`src/rtl/pd_pkg.sv`:
```
package pd_pkg;
  typedef struct packed {
    logic int_ref;
    logic ref_hold;
    logic core_run;
  } pd_cfg_t;

  typedef struct packed {
    logic legal;
    logic tgt_core;
    logic tgt_ref;
  } pd_target_t;
endpackage

```
`src/rtl/pd_mode_decode.sv`:
```
module pd_mode_decode
  import pd_pkg::*;
(
  input  pd_cfg_t    cfg,
  output pd_target_t tgt
);
  always_comb begin
    tgt.legal    = !(cfg.int_ref && cfg.ref_hold && !cfg.core_run);
    tgt.tgt_core = cfg.core_run;
    tgt.tgt_ref  = cfg.int_ref && cfg.ref_hold && cfg.core_run;
  end
endmodule

```
`src/rtl/pd_wake_timer.sv`:
```
module pd_wake_timer #(
  parameter int unsigned DELAY = 16
) (
  input  logic clk,
  input  logic rst,
  input  logic en_nx,
  output logic ready
);
  localparam int unsigned W = (DELAY < 2) ? 1 : $clog2(DELAY + 1);
  localparam logic [W-1:0] LIMIT = W'(DELAY);

  logic [W-1:0] cnt;

  // counts edges since the enable went high; ready holds once the limit is met
  always_ff @(posedge clk) begin
    if (rst || !en_nx) begin
      cnt   <= '0;
      ready <= 1'b0;
    end else begin
      if (cnt != LIMIT) cnt <= cnt + 1'b1;
      ready <= ready | (cnt == LIMIT);
    end
  end
endmodule

```
`src/rtl/pd_power_ctrl.sv`:
```
module pd_power_ctrl
  import pd_pkg::*;
#(
  parameter int unsigned CORE_WAKE_CYC = 2500,
  parameter int unsigned REF_WAKE_CYC  = 1500000
) (
  input  logic clk,
  input  logic rst,
  input  logic start_pulse,
  input  logic ctl_load,
  input  logic cfg_int_ref,
  input  logic cfg_ref_hold,
  input  logic cfg_core_run,
  input  logic conv_done,
  output logic core_en,
  output logic ref_en,
  output logic core_ready,
  output logic ref_ready,
  output logic mode_err
);
  pd_cfg_t    cfg;
  pd_target_t tgt;

  logic pend_vld, pend_core, pend_ref;
  logic sel_int;
  logic core_nx, ref_nx;

  assign cfg = '{int_ref: cfg_int_ref, ref_hold: cfg_ref_hold, core_run: cfg_core_run};

  pd_mode_decode dec_i (.cfg(cfg), .tgt(tgt));

  // next power state: deferred shutdown, immediate reference enable, start wake
  always_comb begin
    core_nx = core_en;
    ref_nx  = ref_en;
    if (conv_done && !start_pulse && pend_vld) begin
      core_nx = pend_core;
      ref_nx  = pend_ref;
    end
    if (ctl_load && tgt.legal && tgt.tgt_ref) ref_nx = 1'b1;
    if (start_pulse) begin
      core_nx = 1'b1;
      if (sel_int) ref_nx = 1'b1;
    end
  end

  always_ff @(posedge clk) begin
    if (rst) begin
      core_en   <= 1'b0;
      ref_en    <= 1'b0;
      pend_vld  <= 1'b0;
      pend_core <= 1'b0;
      pend_ref  <= 1'b0;
      sel_int   <= 1'b0;
      mode_err  <= 1'b0;
    end else begin
      core_en <= core_nx;
      ref_en  <= ref_nx;
      if (start_pulse || conv_done) pend_vld <= 1'b0;
      if (ctl_load) begin
        mode_err <= !tgt.legal;
        if (tgt.legal) begin
          pend_vld  <= 1'b1;
          pend_core <= tgt.tgt_core;
          pend_ref  <= tgt.tgt_ref;
          sel_int   <= cfg.int_ref;
        end
      end
    end
  end

  pd_wake_timer #(.DELAY(CORE_WAKE_CYC)) core_tmr_i (
    .clk(clk), .rst(rst), .en_nx(core_nx), .ready(core_ready)
  );

  pd_wake_timer #(.DELAY(REF_WAKE_CYC)) ref_tmr_i (
    .clk(clk), .rst(rst), .en_nx(ref_nx), .ready(ref_ready)
  );
endmodule

```
`config.mk`:
```
export PLATFORM = sky130hd
export DESIGN_NAME = pd_power_ctrl
export DESIGN_NICKNAME = d
export VERILOG_FILES = /design/src/rtl/pd_pkg.sv /design/src/rtl/pd_mode_decode.sv /design/src/rtl/pd_wake_timer.sv /design/src/rtl/pd_power_ctrl.sv
export SDC_FILE = /design/constraint.sdc
export NUM_CORES = 1
export LEC_CHECK = 0
export ABC_AREA = 0
export BUFFER_PORTS_ARGS = -buffer_cell sky130_fd_sc_hd__buf_4
export CAP_MARGIN = 10
export CORE_MARGIN = 3
export CORE_UTILIZATION = 54
export DETAILED_ROUTE_END_ITERATION = 10
export GPL_TIMING_DRIVEN = 1
export HOLD_SLACK_MARGIN = 0.08
export PLACE_DENSITY = 0.81
export SETUP_SLACK_MARGIN = 0.5
export SYNTH_ARGS = -nofsm -noshare
export SYNTH_HDL_FRONTEND = slang
export SYNTH_SLANG_ARGS = --single-unit
```
`constraint.sdc`:
```
create_clock -name clk -period 4.95 [get_ports clk]
set_input_delay 0.7425 -clock clk [delete_from_list [all_inputs] [get_ports clk]]
set_output_delay 0.7425 -clock clk [all_outputs]
set_load 0.05 [all_outputs]
```
==> impl_metrics.xml <==
<?xml version="1.0" encoding="UTF-8"?>
<metrics>
  <group name="outcome">
    <metric name="status" unit="">finished, final reports clean</metric>
  </group>
  <group name="placed_design">
    <metric name="dp_area" unit="mm2">0.00205</metric>
    <metric name="hpwlAfterDp" unit="um">2480</metric>
    <metric name="placed_cells" unit="">277</metric>
    <metric name="routabilityCongestion" unit="">0.783</metric>
    <metric name="placement.setup.worst_slack" unit="ns">2.78</metric>
    <metric name="placement.io_buffers" unit="">12</metric>
  </group>
  <group name="layout">
    <metric name="layout.cells.most_common_list" unit="">dfxtp_1 (42), nor2_1 (27), nand2_1 (17), a21oi_1 (17)</metric>
    <metric name="num-nets-final" unit="">250</metric>
    <metric name="diodes" unit="">0</metric>
    <metric name="final_cells" unit="">285</metric>
    <metric name="layout.cells.most_common" unit="">dfxtp_1</metric>
    <metric name="layout.core_utilization" unit="%">62.3</metric>
    <metric name="final_layout_size_suffix_gt1_share" unit="%">13.0</metric>
    <metric name="multi_input_combinational_cell_area" unit="mm2">0.00101</metric>
    <metric name="sequential_cell_area" unit="um2">841</metric>
    <metric name="final_cell_area" unit="mm2">0.00211</metric>
    <metric name="syn_to_final_growth" unit="%">9.96</metric>
    <metric name="layout.filler_cells" unit="">311</metric>
  </group>
  <group name="setup_path">
    <metric name="timing.reg2reg.worst_path_depth" unit="">5</metric>
    <metric name="critical_path_buf_inv_count" unit="">0</metric>
    <metric name="timing.rr.end" unit="">ref_tmr_i.cnt[18]</metric>
    <metric name="crit_slowest_cell" unit="">or4_1</metric>
    <metric name="path_class" unit="">register to register</metric>
    <metric name="crit_chain" unit="">ha_1 -&gt; nand4_2 -&gt; or3_4 -&gt; or4_1 -&gt; a21oi_1</metric>
    <metric name="critical_path.reg2reg.startpoint" unit="">ref_tmr_i.cnt[1]</metric>
    <metric name="critical_path.top_delay_family" unit="">simple AND/OR/NAND/NOR gates</metric>
    <metric name="worst_reg2reg_setup_slack" unit="ns">3.05</metric>
    <metric name="startpoint" unit="">ref_tmr_i.cnt[1]</metric>
    <metric name="critical_path_depth" unit="">5</metric>
    <metric name="critical_path_arrival" unit="ns">2.19</metric>
    <metric name="critical_path_required" unit="ns">5.24</metric>
    <metric name="crit_path_max_incr_delay" unit="ns">0.48</metric>
    <metric name="worstPathMaxFanout" unit="">5</metric>
    <metric name="setup.worst_path.end" unit="">ref_tmr_i.cnt[18]</metric>
    <metric name="critical_path.startpoint_type" unit="">register</metric>
    <metric name="timing.critical_path.to_type" unit="">register</metric>
  </group>
  <group name="floorplanning">
    <metric name="num_io_pins" unit="">13</metric>
    <metric name="floorplan.die.height" unit="um">65.7</metric>
    <metric name="initial_core_utilization" unit="%">56.7</metric>
    <metric name="die_width" unit="um">65.7</metric>
    <metric name="row_count" unit="">21</metric>
    <metric name="core_region_area" unit="mm2">0.00339</metric>
    <metric name="design.die.area" unit="mm2">0.00431</metric>
  </group>
  <group name="detailed_routing">
    <metric name="total_wirelength_of_the_detailed_routed_design" unit="um">3450</metric>
    <metric name="drc" unit="">0</metric>
    <metric name="routedWlPerCell" unit="um">12.1</metric>
    <metric name="drtIter0Drc" unit="">125</metric>
    <metric name="dr_total_vias" unit="">1558</metric>
    <metric name="count_of_tritonroute_iterations_in_the_first_routing_pass" unit="">4</metric>
    <metric name="vias_per_cell" unit="">5.47</metric>
    <metric name="antenna_violating_nets_post_route" unit="">0</metric>
  </group>
  <group name="clock_network">
    <metric name="hold_buffers" unit="">0</metric>
    <metric name="cts_htree_levels" unit="">2</metric>
    <metric name="cts-buffers-inserted" unit="">5</metric>
    <metric name="clock_tree.root_cell" unit="">clkbuf_4</metric>
    <metric name="clock_tree.buffer_depth" unit="">2</metric>
    <metric name="post_cts.resized_instances" unit="">0</metric>
    <metric name="tritoncts" unit="">yes</metric>
    <metric name="cts_setup_buffers" unit="">0</metric>
    <metric name="numClockSinks" unit="">42</metric>
    <metric name="cts.reportedPaths.clkPinSlew" unit="ns">0.12</metric>
    <metric name="clk-insertion-delay-late" unit="ns">0.36</metric>
  </group>
  <group name="sta">
    <metric name="setup-violations-final" unit="">0</metric>
    <metric name="setup_slack" unit="ns">3.05</metric>
    <metric name="hold_ws" unit="ns">0.457</metric>
    <metric name="finalWorstPathRequiredPeriod" unit="ns">1.90</metric>
    <metric name="timing.final.hold_violations" unit="">0</metric>
    <metric name="timing_max_transition_violations_final" unit="">0</metric>
    <metric name="relSlewSlack" unit="%">52.5</metric>
    <metric name="max_clock_freq" unit="MHz">526</metric>
    <metric name="fin_worst_skew" unit="ns">0.0136</metric>
    <metric name="min_period_over_period" unit="%">38.4</metric>
    <metric name="grt_setup_unrepaired" unit="">false</metric>
    <metric name="totalNegativeSetupSlack" unit="ns">0</metric>
    <metric name="actual_slew_at_the_worst_max_slew_pin" unit="ns">0.712</metric>
  </group>
  <group name="synthesis">
    <metric name="yosys_register_bits" unit="">42</metric>
    <metric name="yosysUniqueCellTypes" unit="">39</metric>
    <metric name="synthesis.instances" unit="">223</metric>
    <metric name="synthesis.area_per_instance" unit="um2">8.62</metric>
    <metric name="syn_area" unit="mm2">0.00192</metric>
    <metric name="yosysSeqAreaShare" unit="%">43.8</metric>
    <metric name="synthesis.nets" unit="">235</metric>
    <metric name="yosys_warn_count" unit="">0</metric>
  </group>
  <group name="grt">
    <metric name="number_of_global_route_vias_before_repair" unit="">1430</metric>
    <metric name="global_route_wire_length_before_repair" unit="um">5920</metric>
    <metric name="grt_usage" unit="%">17.7</metric>
    <metric name="grt_overflow" unit="">0</metric>
    <metric name="antenna_found_initial" unit="">0</metric>
    <metric name="grt_max_degree" unit="">24</metric>
  </group>
  <group name="power">
    <metric name="ir_worst_vdd" unit="uV">162</metric>
    <metric name="total_chip_power" unit="mW">0.559</metric>
    <metric name="leakagePower" unit="nW">0.745</metric>
    <metric name="power.density" unit="mW/mm2">265</metric>
  </group>
  <group name="worst_hold_path">
    <metric name="hold_class" unit="">register to register</metric>
  </group>
  <group name="flow_run">
    <metric name="drv_cap" unit="">0</metric>
  </group>
</metrics>
[where the power goes]
part           internal [mW]  leakage (nW)  total (mW)  switching (mW)
clock network         0.0552        0.0312       0.168           0.113
registers              0.344         0.340       0.349         0.00484
logic                 0.0170         0.373      0.0420          0.0250
[synthesized netlist by cell type]
| cell | instances | area (um2) |
|---|---|---|
| or4_1 | 3 | 22.5 |
| buf_4 | 1 | 7.51 |
| nand4_4 | 1 | 21.3 |
| or3_4 | 1 | 11.3 |
| xor2_1 | 7 | 61.3 |
| xnor2_1 | 10 | 87.6 |
| nor3_1 | 9 | 45.0 |
| o221a_2 | 1 | 11.3 |
| nand4b_1 | 1 | 8.76 |
| ha_1 | 4 | 50.1 |
| nand2_1 | 17 | 63.8 |
| nor4_1 | 1 | 6.26 |
| inv_1 | 13 | 48.8 |
| clkbuf_1 | 3 | 11.3 |
| o31ai_1 | 3 | 22.5 |
| a21oi_1 | 17 | 85.1 |
| mux2i_1 | 1 | 10.0 |
| nand2b_1 | 2 | 12.5 |
| nor3_4 | 1 | 16.3 |
| and3_1 | 7 | 43.8 |
| a21o_1 | 2 | 15.0 |
| or3_1 | 8 | 50.1 |
| nor2_1 | 27 | 101 |
| o32ai_1 | 1 | 8.76 |
| or2_2 | 2 | 12.5 |
| and4_2 | 2 | 20.0 |
| buf_1 | 1 | 3.75 |
| nor3b_1 | 1 | 7.51 |
| nand4_1 | 7 | 43.8 |
| a211oi_1 | 1 | 7.51 |
| a21boi_0 | 2 | 15.0 |
| o21ai_0 | 8 | 40.0 |
| nand4_2 | 1 | 12.5 |
| nor4b_1 | 3 | 26.3 |
| a21bo_2 | 1 | 10.0 |
| nand3_1 | 9 | 45.0 |
| dfxtp_1 | 42 | 841 |
| a22oi_1 | 1 | 7.51 |
| or2b_1 | 1 | 7.51 |
[final cells by class]
type,count,share of cell area (%)
inverters,13,2.31
well taps,46,2.72
multi-input cells,163,47.8
clock buffers,5,1.78
clock inverters,3,1.01
repair buffers,13,4.62
flip-flops and latches,42,39.8
[logic make-up (layout without fill, tap and decap cells)]
logic type | after synthesis | count (layout) | share of synthesized area (%)
AO/OA/AOI/OAI | 37 | 37 | 11.6
XOR/XNOR | 17 | 17 | 7.75
adder cells (fa/ha/maj) | 4 | 4 | 2.60
buffers and inverters | 18 | 34 | 3.71
flip-flops | 42 | 42 | 43.8
multiplexers | 1 | 1 | 0.521
AND/OR/NAND/NOR | 104 | 104 | 30.1
[per-layer routing]
metal,wire [um],vias to the layer above,GRT usage [%]
li1,-,820,-
met1,1700,708,21.9
met2,1550,22,28.2
met3,129,8,4.10
met4,74,0,9.33
met5,0,-,0
[state kept, by name (all words and copies together), names as in the netlist]
register / count
core_tmr_i.cnt: 12
ref_en: 1
pend_ref: 1
ref_tmr_i.ready: 1
core_tmr_i.ready: 1
pend_vld: 1
ref_tmr_i.cnt: 21
pend_core: 1
core_en: 1
sel_int: 1
mode_err: 1
[worst register-to-register path, stage by stage (launching register included)]
cell and delay [ns]:
dfxtp_1 0.40, ha_1 0.27, nand4_2 0.16, or3_4 0.37
or4_1 0.48, a21oi_1 0.15
[how the worst min path moves through the flow]
stage                      startpoint                 to  slack [ns]  depth (start not counted)
detailed placement    ref_tmr_i.ready    ref_tmr_i.ready        0.45                          2
finish                ref_tmr_i.ready    ref_tmr_i.ready        0.46                          2
floorplan           ref_tmr_i.cnt[20]  ref_tmr_i.cnt[20]        0.45                          2
global route          ref_tmr_i.ready    ref_tmr_i.ready        0.51                          2
global placement      ref_tmr_i.ready    ref_tmr_i.ready        0.43                          2
CTS                   ref_tmr_i.ready    ref_tmr_i.ready        0.47                          2
Note: power is estimated with default switching activity, not from simulation.
